--- src/rtl/fia_pkg.sv ---
package fia_pkg;
  localparam int unsigned OPW = 8;

  localparam logic [OPW-1:0] OPC_AND_CARRY  = 8'h0B;
  localparam logic [OPW-1:0] OPC_AND_CARRY2 = 8'h2B;
  localparam logic [OPW-1:0] OPC_AND_ROR    = 8'h6B;
  localparam logic [OPW-1:0] OPC_MASK_SUB   = 8'hCB;
  localparam logic [OPW-1:0] OPC_SUB_BORROW = 8'hEB;

  typedef enum logic [2:0] {
    K_PASS,
    K_AND_CARRY,
    K_AND_ROR,
    K_MASK_SUB,
    K_SUB_BORROW
  } op_kind_e;

  typedef struct packed {
    logic n;
    logic v;
    logic z;
    logic c;
  } flags_t;
endpackage

--- src/rtl/fia_decode.sv ---
module fia_decode
  import fia_pkg::*;
(
  input  logic [OPW-1:0] opcode,
  output op_kind_e       kind
);
  always_comb begin
    unique case (opcode)
      OPC_AND_CARRY,
      OPC_AND_CARRY2: kind = K_AND_CARRY;
      OPC_AND_ROR:    kind = K_AND_ROR;
      OPC_MASK_SUB:   kind = K_MASK_SUB;
      OPC_SUB_BORROW: kind = K_SUB_BORROW;
      default:        kind = K_PASS;
    endcase
  end
endmodule

--- src/rtl/fia_logic_unit.sv ---
module fia_logic_unit #(
  parameter int unsigned W = 8
) (
  input  logic [W-1:0] a_val,
  input  logic [W-1:0] mask,
  input  logic         rot_in,
  output logic [W-1:0] and_res,
  output logic [W-1:0] ror_res,
  output logic         ror_c,
  output logic         ror_v
);
  localparam int unsigned B_HI  = W - 2;
  localparam int unsigned B_MID = W - 3;

  function automatic logic [W-1:0] f_rot_right(input logic [W-1:0] v, input logic fill);
    return {fill, v[W-1:1]};
  endfunction

  assign and_res = a_val & mask;
  assign ror_res = f_rot_right(and_res, rot_in);
  assign ror_c   = ror_res[B_HI];
  assign ror_v   = ror_res[B_HI] ^ ror_res[B_MID];
endmodule

--- src/rtl/fia_sub_unit.sv ---
module fia_sub_unit #(
  parameter int unsigned W = 8
) (
  input  logic [W-1:0] lhs,
  input  logic [W-1:0] rhs,
  input  logic         no_borrow_in,
  output logic [W-1:0] diff,
  output logic         no_borrow_out,
  output logic         ovf
);
  // Subtraction done as lhs + ~rhs + carry; a carry out of the top bit means no borrow.
  function automatic logic [W:0] f_sub_wide(input logic [W-1:0] l, input logic [W-1:0] r,
                                            input logic cin);
    return {1'b0, l} + {1'b0, ~r} + {{W{1'b0}}, cin};
  endfunction

  logic [W:0] wide;

  assign wide          = f_sub_wide(lhs, rhs, no_borrow_in);
  assign diff          = wide[W-1:0];
  assign no_borrow_out = wide[W];
  assign ovf           = (lhs[W-1] ^ rhs[W-1]) & (lhs[W-1] ^ wide[W-1]);
endmodule

--- src/rtl/fused_imm_alu.sv ---
module fused_imm_alu
  import fia_pkg::*;
#(
  parameter int unsigned W = 8
) (
  input  logic           clk,
  input  logic           rst_n,
  input  logic           in_valid,
  input  logic [OPW-1:0] opcode,
  input  logic [W-1:0]   a_in,
  input  logic [W-1:0]   x_in,
  input  logic [W-1:0]   imm,
  input  logic           n_in,
  input  logic           v_in,
  input  logic           z_in,
  input  logic           c_in,
  output logic           out_valid,
  output logic [W-1:0]   a_out,
  output logic [W-1:0]   x_out,
  output logic           n_out,
  output logic           v_out,
  output logic           z_out,
  output logic           c_out
);
  localparam int unsigned MSB = W - 1;

  op_kind_e    kind;
  logic [W-1:0] and_res, ror_res;
  logic         ror_c, ror_v;
  logic [W-1:0] sub_lhs, sub_diff;
  logic         sub_cin, sub_nb, sub_ovf;

  // Named internal events, observed by the checker.
  logic [W-1:0] nz_src;
  logic         op_known;

  logic [W-1:0] nxt_a, nxt_x;
  flags_t       nxt_f, in_f, q_f;

  fia_decode u_dec (
    .opcode (opcode),
    .kind   (kind)
  );

  fia_logic_unit #(.W(W)) u_logic (
    .a_val   (a_in),
    .mask    (imm),
    .rot_in  (c_in),
    .and_res (and_res),
    .ror_res (ror_res),
    .ror_c   (ror_c),
    .ror_v   (ror_v)
  );

  // One subtractor serves both the masked compare and the borrow subtract.
  assign sub_lhs = (kind == K_MASK_SUB) ? (a_in & x_in) : a_in;
  assign sub_cin = (kind == K_MASK_SUB) ? 1'b1 : c_in;

  fia_sub_unit #(.W(W)) u_sub (
    .lhs           (sub_lhs),
    .rhs           (imm),
    .no_borrow_in  (sub_cin),
    .diff          (sub_diff),
    .no_borrow_out (sub_nb),
    .ovf           (sub_ovf)
  );

  assign in_f     = '{n: n_in, v: v_in, z: z_in, c: c_in};
  assign op_known = (kind != K_PASS);

  always_comb begin
    nxt_a  = a_in;
    nxt_x  = x_in;
    nxt_f  = in_f;
    nz_src = a_in;
    unique case (kind)
      K_AND_CARRY: begin
        nxt_a   = and_res;
        nz_src  = and_res;
        nxt_f.c = and_res[MSB];
      end
      K_AND_ROR: begin
        nxt_a   = ror_res;
        nz_src  = ror_res;
        nxt_f.c = ror_c;
        nxt_f.v = ror_v;
      end
      K_MASK_SUB: begin
        nxt_x   = sub_diff;
        nz_src  = sub_diff;
        nxt_f.c = sub_nb;
      end
      K_SUB_BORROW: begin
        nxt_a   = sub_diff;
        nz_src  = sub_diff;
        nxt_f.c = sub_nb;
        nxt_f.v = sub_ovf;
      end
      default: ;
    endcase
    if (op_known) begin
      nxt_f.n = nz_src[MSB];
      nxt_f.z = (nz_src == '0);
    end
  end

  always_ff @(posedge clk) begin
    if (!rst_n) begin
      out_valid <= 1'b0;
      a_out     <= '0;
      x_out     <= '0;
      q_f       <= '0;
    end else begin
      out_valid <= in_valid;
      if (in_valid) begin
        a_out <= nxt_a;
        x_out <= nxt_x;
        q_f   <= nxt_f;
      end
    end
  end

  assign n_out = q_f.n;
  assign v_out = q_f.v;
  assign z_out = q_f.z;
  assign c_out = q_f.c;
endmodule

--- config.mk ---
export PLATFORM = sky130hd
export DESIGN_NAME = fused_imm_alu
export DESIGN_NICKNAME = d
export VERILOG_FILES = /design/src/rtl/fia_pkg.sv /design/src/rtl/fia_decode.sv /design/src/rtl/fia_logic_unit.sv /design/src/rtl/fia_sub_unit.sv /design/src/rtl/fused_imm_alu.sv
export SDC_FILE = /design/constraint.sdc
export NUM_CORES = 1
export LEC_CHECK = 0
export BUFFER_PORTS_ARGS = -buffer_cell sky130_fd_sc_hd__clkbuf_2
export CAP_MARGIN = 25
export CORE_MARGIN = 10
export CORE_UTILIZATION = 50
export DETAILED_ROUTE_END_ITERATION = 8
export PLACE_DENSITY_LB_ADDON = 0.25
export SYNTH_ARGS = -nofsm -noshare
export SYNTH_HDL_FRONTEND = slang
export SYNTH_SLANG_ARGS = --single-unit
--- constraint.sdc ---
create_clock -name clk -period 4.45 [get_ports clk]
set_input_delay 0.89 -clock clk [delete_from_list [all_inputs] [get_ports clk]]
set_output_delay 0.89 -clock clk [all_outputs]
set_load 0.02 [all_outputs]
==> impl_metrics.tcl, run 1 <==
set metrics [dict create \
    run_status "finished clean" \
    yosysSeqAreaShare_pct 25.0 \
    die-area_um2 6080 \
    finalCriticalPeriod_ns 3.86 \
    synth_edf_count 0 \
    min_path_type "reg -> reg" \
    seqPwrFrac_pct 44.0 \
    clk_pin_slew_ns 0.12 \
    syn_inst 217 \
    max_freq_mhz 259 \
    cp-startpoint "opcode[6]" \
    htreeDepth 1 \
    place_congestion 0.976 \
    antenna_found_initial 0 \
    worst_slew_pin_slew_ns 0.713 \
    drt-initial-drc-count 268 \
    hold_violations 0 \
    grt_pass1_vias 1722 \
    fp.dieH_um 78.0 \
    fill_cells 302 \
    drv_cap 0 \
    power_switching_w 0.000172 \
    regArea_um2 420 \
    ctsHoldBuffers 0 \
    setup_viol 0 \
    synthArstFlopShare_pct 0 \
    finalCritPeriodShare_pct 86.8 \
    cts_setup_buffers 0 \
    path_max_fanout 5 \
    powerDensity_nw_per_um2 233 \
    grt_usage_pct 16.2 \
    synth.avg_cell_area_um2 7.74 \
    overflow 0 \
    synth_area_um2 1680 \
    wl_um 5100 \
    clk_latency_ns 0.31 \
    synth_fp_nets 265 \
    wl_per_cell_um 16.2 \
    num_vias 1881 \
    diodes 0 \
    end_kind "flop" \
    ys_seq_elements 21 \
    drive_gt1_share_pct 26.7 \
    yosys.cell_types.count 50 \
    clockBufferDepth 2 \
    grt_setup_unrepaired "false" \
    yosys_warnings 0 \
    postLayoutCoreUtil_pct 64.6 \
    dpl.hpwl_um 4140 \
    tritoncts "built" \
    start_kind "primary input" \
    grt_pass1_wl_um 8340 \
    clkPwrFrac_pct 20.4 \
    cts_resized 0 \
    worstPathRequired_ns 4.69 \
    crit_type "in -> reg" \
    p_int_w 0.000300 \
    setup_tns_ns 0 \
    arrival_ns 4.10 \
    initial_utilization_pct 53.7 \
    relSlewSlack_pct 52.4 \
    drc 0 \
    r2r-start "z_out" \
    combPwrFrac_pct 35.6 \
    slew_viol_final 0 \
    vias_per_cell 5.99 \
    multi_input_comb_area_um2 1180 \
    firstDrtPassIters 5 \
    whs_ns 0.493 \
    die_x_um 78.0 \
    fp.coreArea_um2 3130 \
    synthFlopType "dfxtp_1" \
    clock_sinks 21 \
    ant_nets 0 \
    io_buffers 59 \
    p_sw_share_pct 36.4 \
    syn_to_final_growth_pct 20.3 \
    final_nets 319 \
    leakagePower_nw 0.923 \
    root_buffer "clkbuf_4" \
    num_rows 20 \
    ios 60 \
    hp-start "x_out[6]" \
    tritoncts.num_buffers 3 \
    grt_max_degree 42 \
    clock_skew_ns 0 \
    ir_drop_uv 105 \
]
[placed cells by master, fill, tap and decap left out, drive strengths merged, types with 2 or more instances in the layout]
cell type / Yosys / routed
ha: 7 / 7
a41oi: 2 / 2
a31oi: 6 / 6
inv: 10 / 10
a211oi: 4 / 4
a21oi: 7 / 7
nor3: 2 / 2
nor2b: 2 / 2
nor2: 22 / 22
a22oi: 4 / 4
dfxtp: 21 / 21
a21o: 4 / 4
xnor2: 3 / 3
and2: 2 / 2
clkbuf: 9 / 62
o31ai: 2 / 2
a32oi: 3 / 3
a311oi: 7 / 7
a221oi: 3 / 3
o21a: 9 / 9
o21ai: 20 / 20
o21bai: 2 / 2
xor2: 4 / 4
o22ai: 4 / 4
fa: 2 / 2
nand2: 34 / 34
or3: 3 / 3
[stage by stage]
stage / instance area, um^2 / power [W] / cells / worst slack [ns]
global route: 2020 / 0.000499 / 314 / 0.396
finish: 2020 / 0.000471 / 314 / 0.589
global placement: 1990 / 0.000377 / 310 / 0.389
detailed placement: 1990 / 0.000378 / 310 / 0.272
CTS: 2020 / 0.000468 / 314 / 0.588
floorplan: 1680 / 0.000319 / 217 / 0.334
[area by class of cell]
class                   count  area share (%)
clock inverters             1           0.248
multi-input cells         175            58.3
inverters                  10            1.86
well taps                  44            2.72
flip-flops and latches     21            20.8
clock buffers               3            1.11
repair buffers             60            15.0
[path summary, 6_finish.rpt]
check	cells after the start	endpoint	slack, ns
worst min-delay path	2	x_out[6]	0.49
worst min register to register	2	x_out[6]	0.49
worst max-delay path	13	z_out	0.59
worst max register to register	4	z_out	3.26
[synth_stat cells (all sizes together) (2+ instances only)]
cell | number | area, um^2
a32oi | 3 | 26.3
a22oi | 4 | 30.0
a41oi | 2 | 17.5
nor2 | 22 | 82.6
a21o | 4 | 30.0
nand2 | 34 | 130
clkbuf | 9 | 33.8
xor2 | 4 | 35.0
o31ai | 2 | 20.0
o21ai | 20 | 100
dfxtp | 21 | 420
fa | 2 | 40.0
nor3 | 2 | 15.0
a221oi | 3 | 26.3
o22ai | 4 | 25.0
a31oi | 6 | 37.5
and2 | 2 | 12.5
o21a | 9 | 67.6
inv | 10 | 37.5
ha | 7 | 87.6
nor2b | 2 | 12.5
a311oi | 7 | 61.3
or3 | 3 | 18.8
o21bai | 2 | 15.0
a21oi | 7 | 35.0
xnor2 | 3 | 26.3
a211oi | 4 | 40.0
buf | 2 | 10.0
[flip-flops by register name (all words and copies together), names as in the netlist]
register and count:
a_out 8, c_out 1, n_out 1, out_valid 1, v_out 1, x_out 8
z_out 1
[layer usage]
layer / vias up / track usage, % / wire, um
met5: - / 0 / 0
met4: 0 / 4.12 / 53
met3: 10 / 3.00 / 525
met2: 103 / 24.6 / 2270
met1: 855 / 22.8 / 2250
li1: 913 / - / -
[power groups by stage]
stage / Clock (W) / Sequential (W) / Combinational (W)
finish: 0.0000962 / 0.000207 / 0.000168
global route: 0.000105 / 0.000209 / 0.000185
CTS: 0.0000943 / 0.000207 / 0.000167
detailed placement: 0 / 0.000211 / 0.000166
global placement: 0 / 0.000211 / 0.000166
floorplan: 0 / 0.000227 / 0.0000923
[critical path: stages]
cell and delay, ns:
clkbuf_2 0.12, nand2_1 0.17, nor3_2 0.39, nand2b_1 0.14, o21a_1 0.20, fa_1 0.43, fa_1 0.43, a211oi_2 0.25
nor2_1 0.09, xor2_1 0.17, or3_1 0.36, o31a_1 0.26, o31ai_2 0.20
[cells by family (layout without fill, tap and decap cells)]
kind of cell / count (synthesis) / in the layout / synth area share, %
adder cells (fa/ha/maj): 9 / 9 / 7.59
XOR/XNOR: 7 / 7 / 3.65
flip-flops: 21 / 21 / 25.0
multiplexers: 2 / 2 / 1.27
AND/OR/NAND/NOR: 75 / 75 / 23.4
buffers and inverters: 21 / 74 / 4.84
AO/OA/AOI/OAI: 82 / 82 / 34.3
No activity file was read; power rests on OpenSTA's default activity.
==> inputs of run 2 (changes only) <==
RECOVER_POWER = 100   (was not set)
==> run 2 against run 1 <==
  * The run now ends with capacitance limit, slew limit left
  * Clock skew did not move
  * Final area fell by 1.9%
  * Utilization down 1.2 points
  * Maximum frequency fell by 3.8%
  * Via count fell by 0.69%
  * Hold slack is essentially flat
  * Critical path type unchanged
  * Critical endpoint unchanged
==> impl_metrics.tcl, run 2 (same netlist as run 1, synthesis figures left out) <==
set metrics [dict create \
    dpl.hpwl_um 4140 \
    final_nets 319 \
    start_kind "primary input" \
    path_max_fanout 5 \
    leakagePower_nw 0.847 \
    grt_pass1_vias 1722 \
    finalCritPeriodShare_pct 90.2 \
    wl_per_cell_um 16.4 \
    ir_drop_uv 105 \
    worst_slew_pin_slew_ns 1.52 \
    initial_utilization_pct 53.7 \
    crit_buf_inv 1 \
    drt-met1-wl_um 2310 \
    fp.dieH_um 78.0 \
    violations "capacitance limit, slew limit" \
    vias_per_cell 5.95 \
    worst-path-stages 13 \
    regArea_um2 420 \
    arrival_ns 4.25 \
    finalCriticalPeriod_ns 4.01 \
    num_rows 20 \
    drt-initial-drc-count 328 \
    max_stage_delay_ns 0.43 \
    overflow 0 \
    fp.coreArea_um2 3130 \
    drv_cap 1 \
    die_x_um 78.0 \
    grt_usage_pct 16.2 \
    worstPathCellList "clkbuf_1, nand2_1, nor3_2, nand2b_1, o21a_1, fa_1, fa_1, a211oi_1, nor2_1, xor2_1, or3_1, o31a_1, o31ai_2" \
    hold_depth 2 \
    slew_viol_final 42 \
    largest_registers "a_out: 8 flops, x_out: 8 flops" \
    syn_to_final_growth_pct 18.0 \
    slowest_stage "fa_1" \
    clock_skew_ns 0 \
    drc 0 \
    diodes 0 \
    io_buffers 59 \
    antenna_found_initial 0 \
    run_status "finished, violations left" \
    cts_resized 0 \
    grt_pass1_wl_um 8340 \
    clock_sinks 21 \
    clk_pin_slew_ns 0.12 \
    hold_violations 0 \
    place_congestion 0.976 \
    final_common_cell "clkbuf_2" \
    wl_um 5150 \
    worstPathRequired_ns 4.69 \
    setup_viol 0 \
    num_vias 1868 \
    relSlewSlack_pct -1.49 \
    clockBufferDepth 2 \
    grt_max_degree 42 \
    cts_setup_buffers 0 \
    ant_nets 0 \
    cp_top_family "simple AND/OR/NAND/NOR gates" \
    powerDensity_nw_per_um2 235 \
    firstDrtPassIters 6 \
    max_freq_mhz 249 \
    multi_input_comb_area_um2 1170 \
    dpl_worst_slack_ns 0.272 \
    wl_met2_um 2260 \
    root_buffer "clkbuf_4" \
    cp_common_cell "fa_1" \
    grt_setup_unrepaired "false" \
    htreeDepth 1 \
    setup_tns_ns 0 \
    worst-r2r-cell-count 4 \
    ctsHoldBuffers 0 \
    ios 60 \
    drive_gt1_share_pct 17.4 \
    min_path_type "reg -> reg" \
    wl_met3_um 523 \
    top_layer_used "met4" \
    end_kind "flop" \
    setup_slack_ns 0.435 \
    crit_type "in -> reg" \
    clk_latency_ns 0.31 \
    mostFrequentLayoutCells "clkbuf_2 (36), nand2_1 (33), clkbuf_1 (23)" \
    tritoncts.num_buffers 3 \
    die-area_um2 6080 \
    fill_cells 319 \
    tritoncts "built" \
]
## run 2: layout make-up
class | count | share of cell area (%)
timing repair buffer | 60 | 13.8
clock buffer | 3 | 1.14
clock inverter | 1 | 0.252
tap | 44 | 2.78
multi-input combinational | 175 | 58.9
inverter | 10 | 1.89
sequential | 21 | 21.2
## run 2: worst paths after layout
check / start / endpoint / slack, ns
setup / recovery: opcode[6] / z_out / 0.44
hold / removal: x_out[6] / x_out[6] / 0.49
setup reg to reg: z_out / z_out / 3.26
hold reg to reg: x_out[6] / x_out[6] / 0.49
## run 2: stage by stage
| step | hold slack (ns) | utilization (%) | total power [W] | instances | cell area (um^2) |
|---|---|---|---|---|---|
| floorplan | 0.555 | - | 0.000319 | 217 | 1680 |
| global placement | 0.475 | 63.8 | 0.000377 | 310 | 1990 |
| detailed placement | 0.478 | 63.8 | 0.000378 | 310 | 1990 |
| CTS | 0.494 | 64.6 | 0.000468 | 314 | 2020 |
| global route | 0.521 | 63.4 | 0.000494 | 314 | 1980 |
| finish | 0.494 | 63.4 | 0.000465 | 314 | 1980 |
## run 2: power by group
part	internal [W]	switching, W	leakage, nW
registers	0.000201	0.00000618	0.175
logic	0.0000605	0.000102	0.654
clock network	0.0000336	0.0000619	0.0177
## run 2: worst reg2reg max path, delay by kind of cell, from the launching register on
kind | cells | cell delay [ns]
flip-flops | 1 | 0.38
AO/OA/AOI/OAI | 3 | 0.61
AND/OR/NAND/NOR | 1 | 0.14
## run 2: per-layer routing
metal | up-vias | track usage, %
li1 | 913 | -
met1 | 835 | 22.8
met2 | 109 | 24.6
met3 | 11 | 3.00
met4 | 0 | 4.12
met5 | - | 0
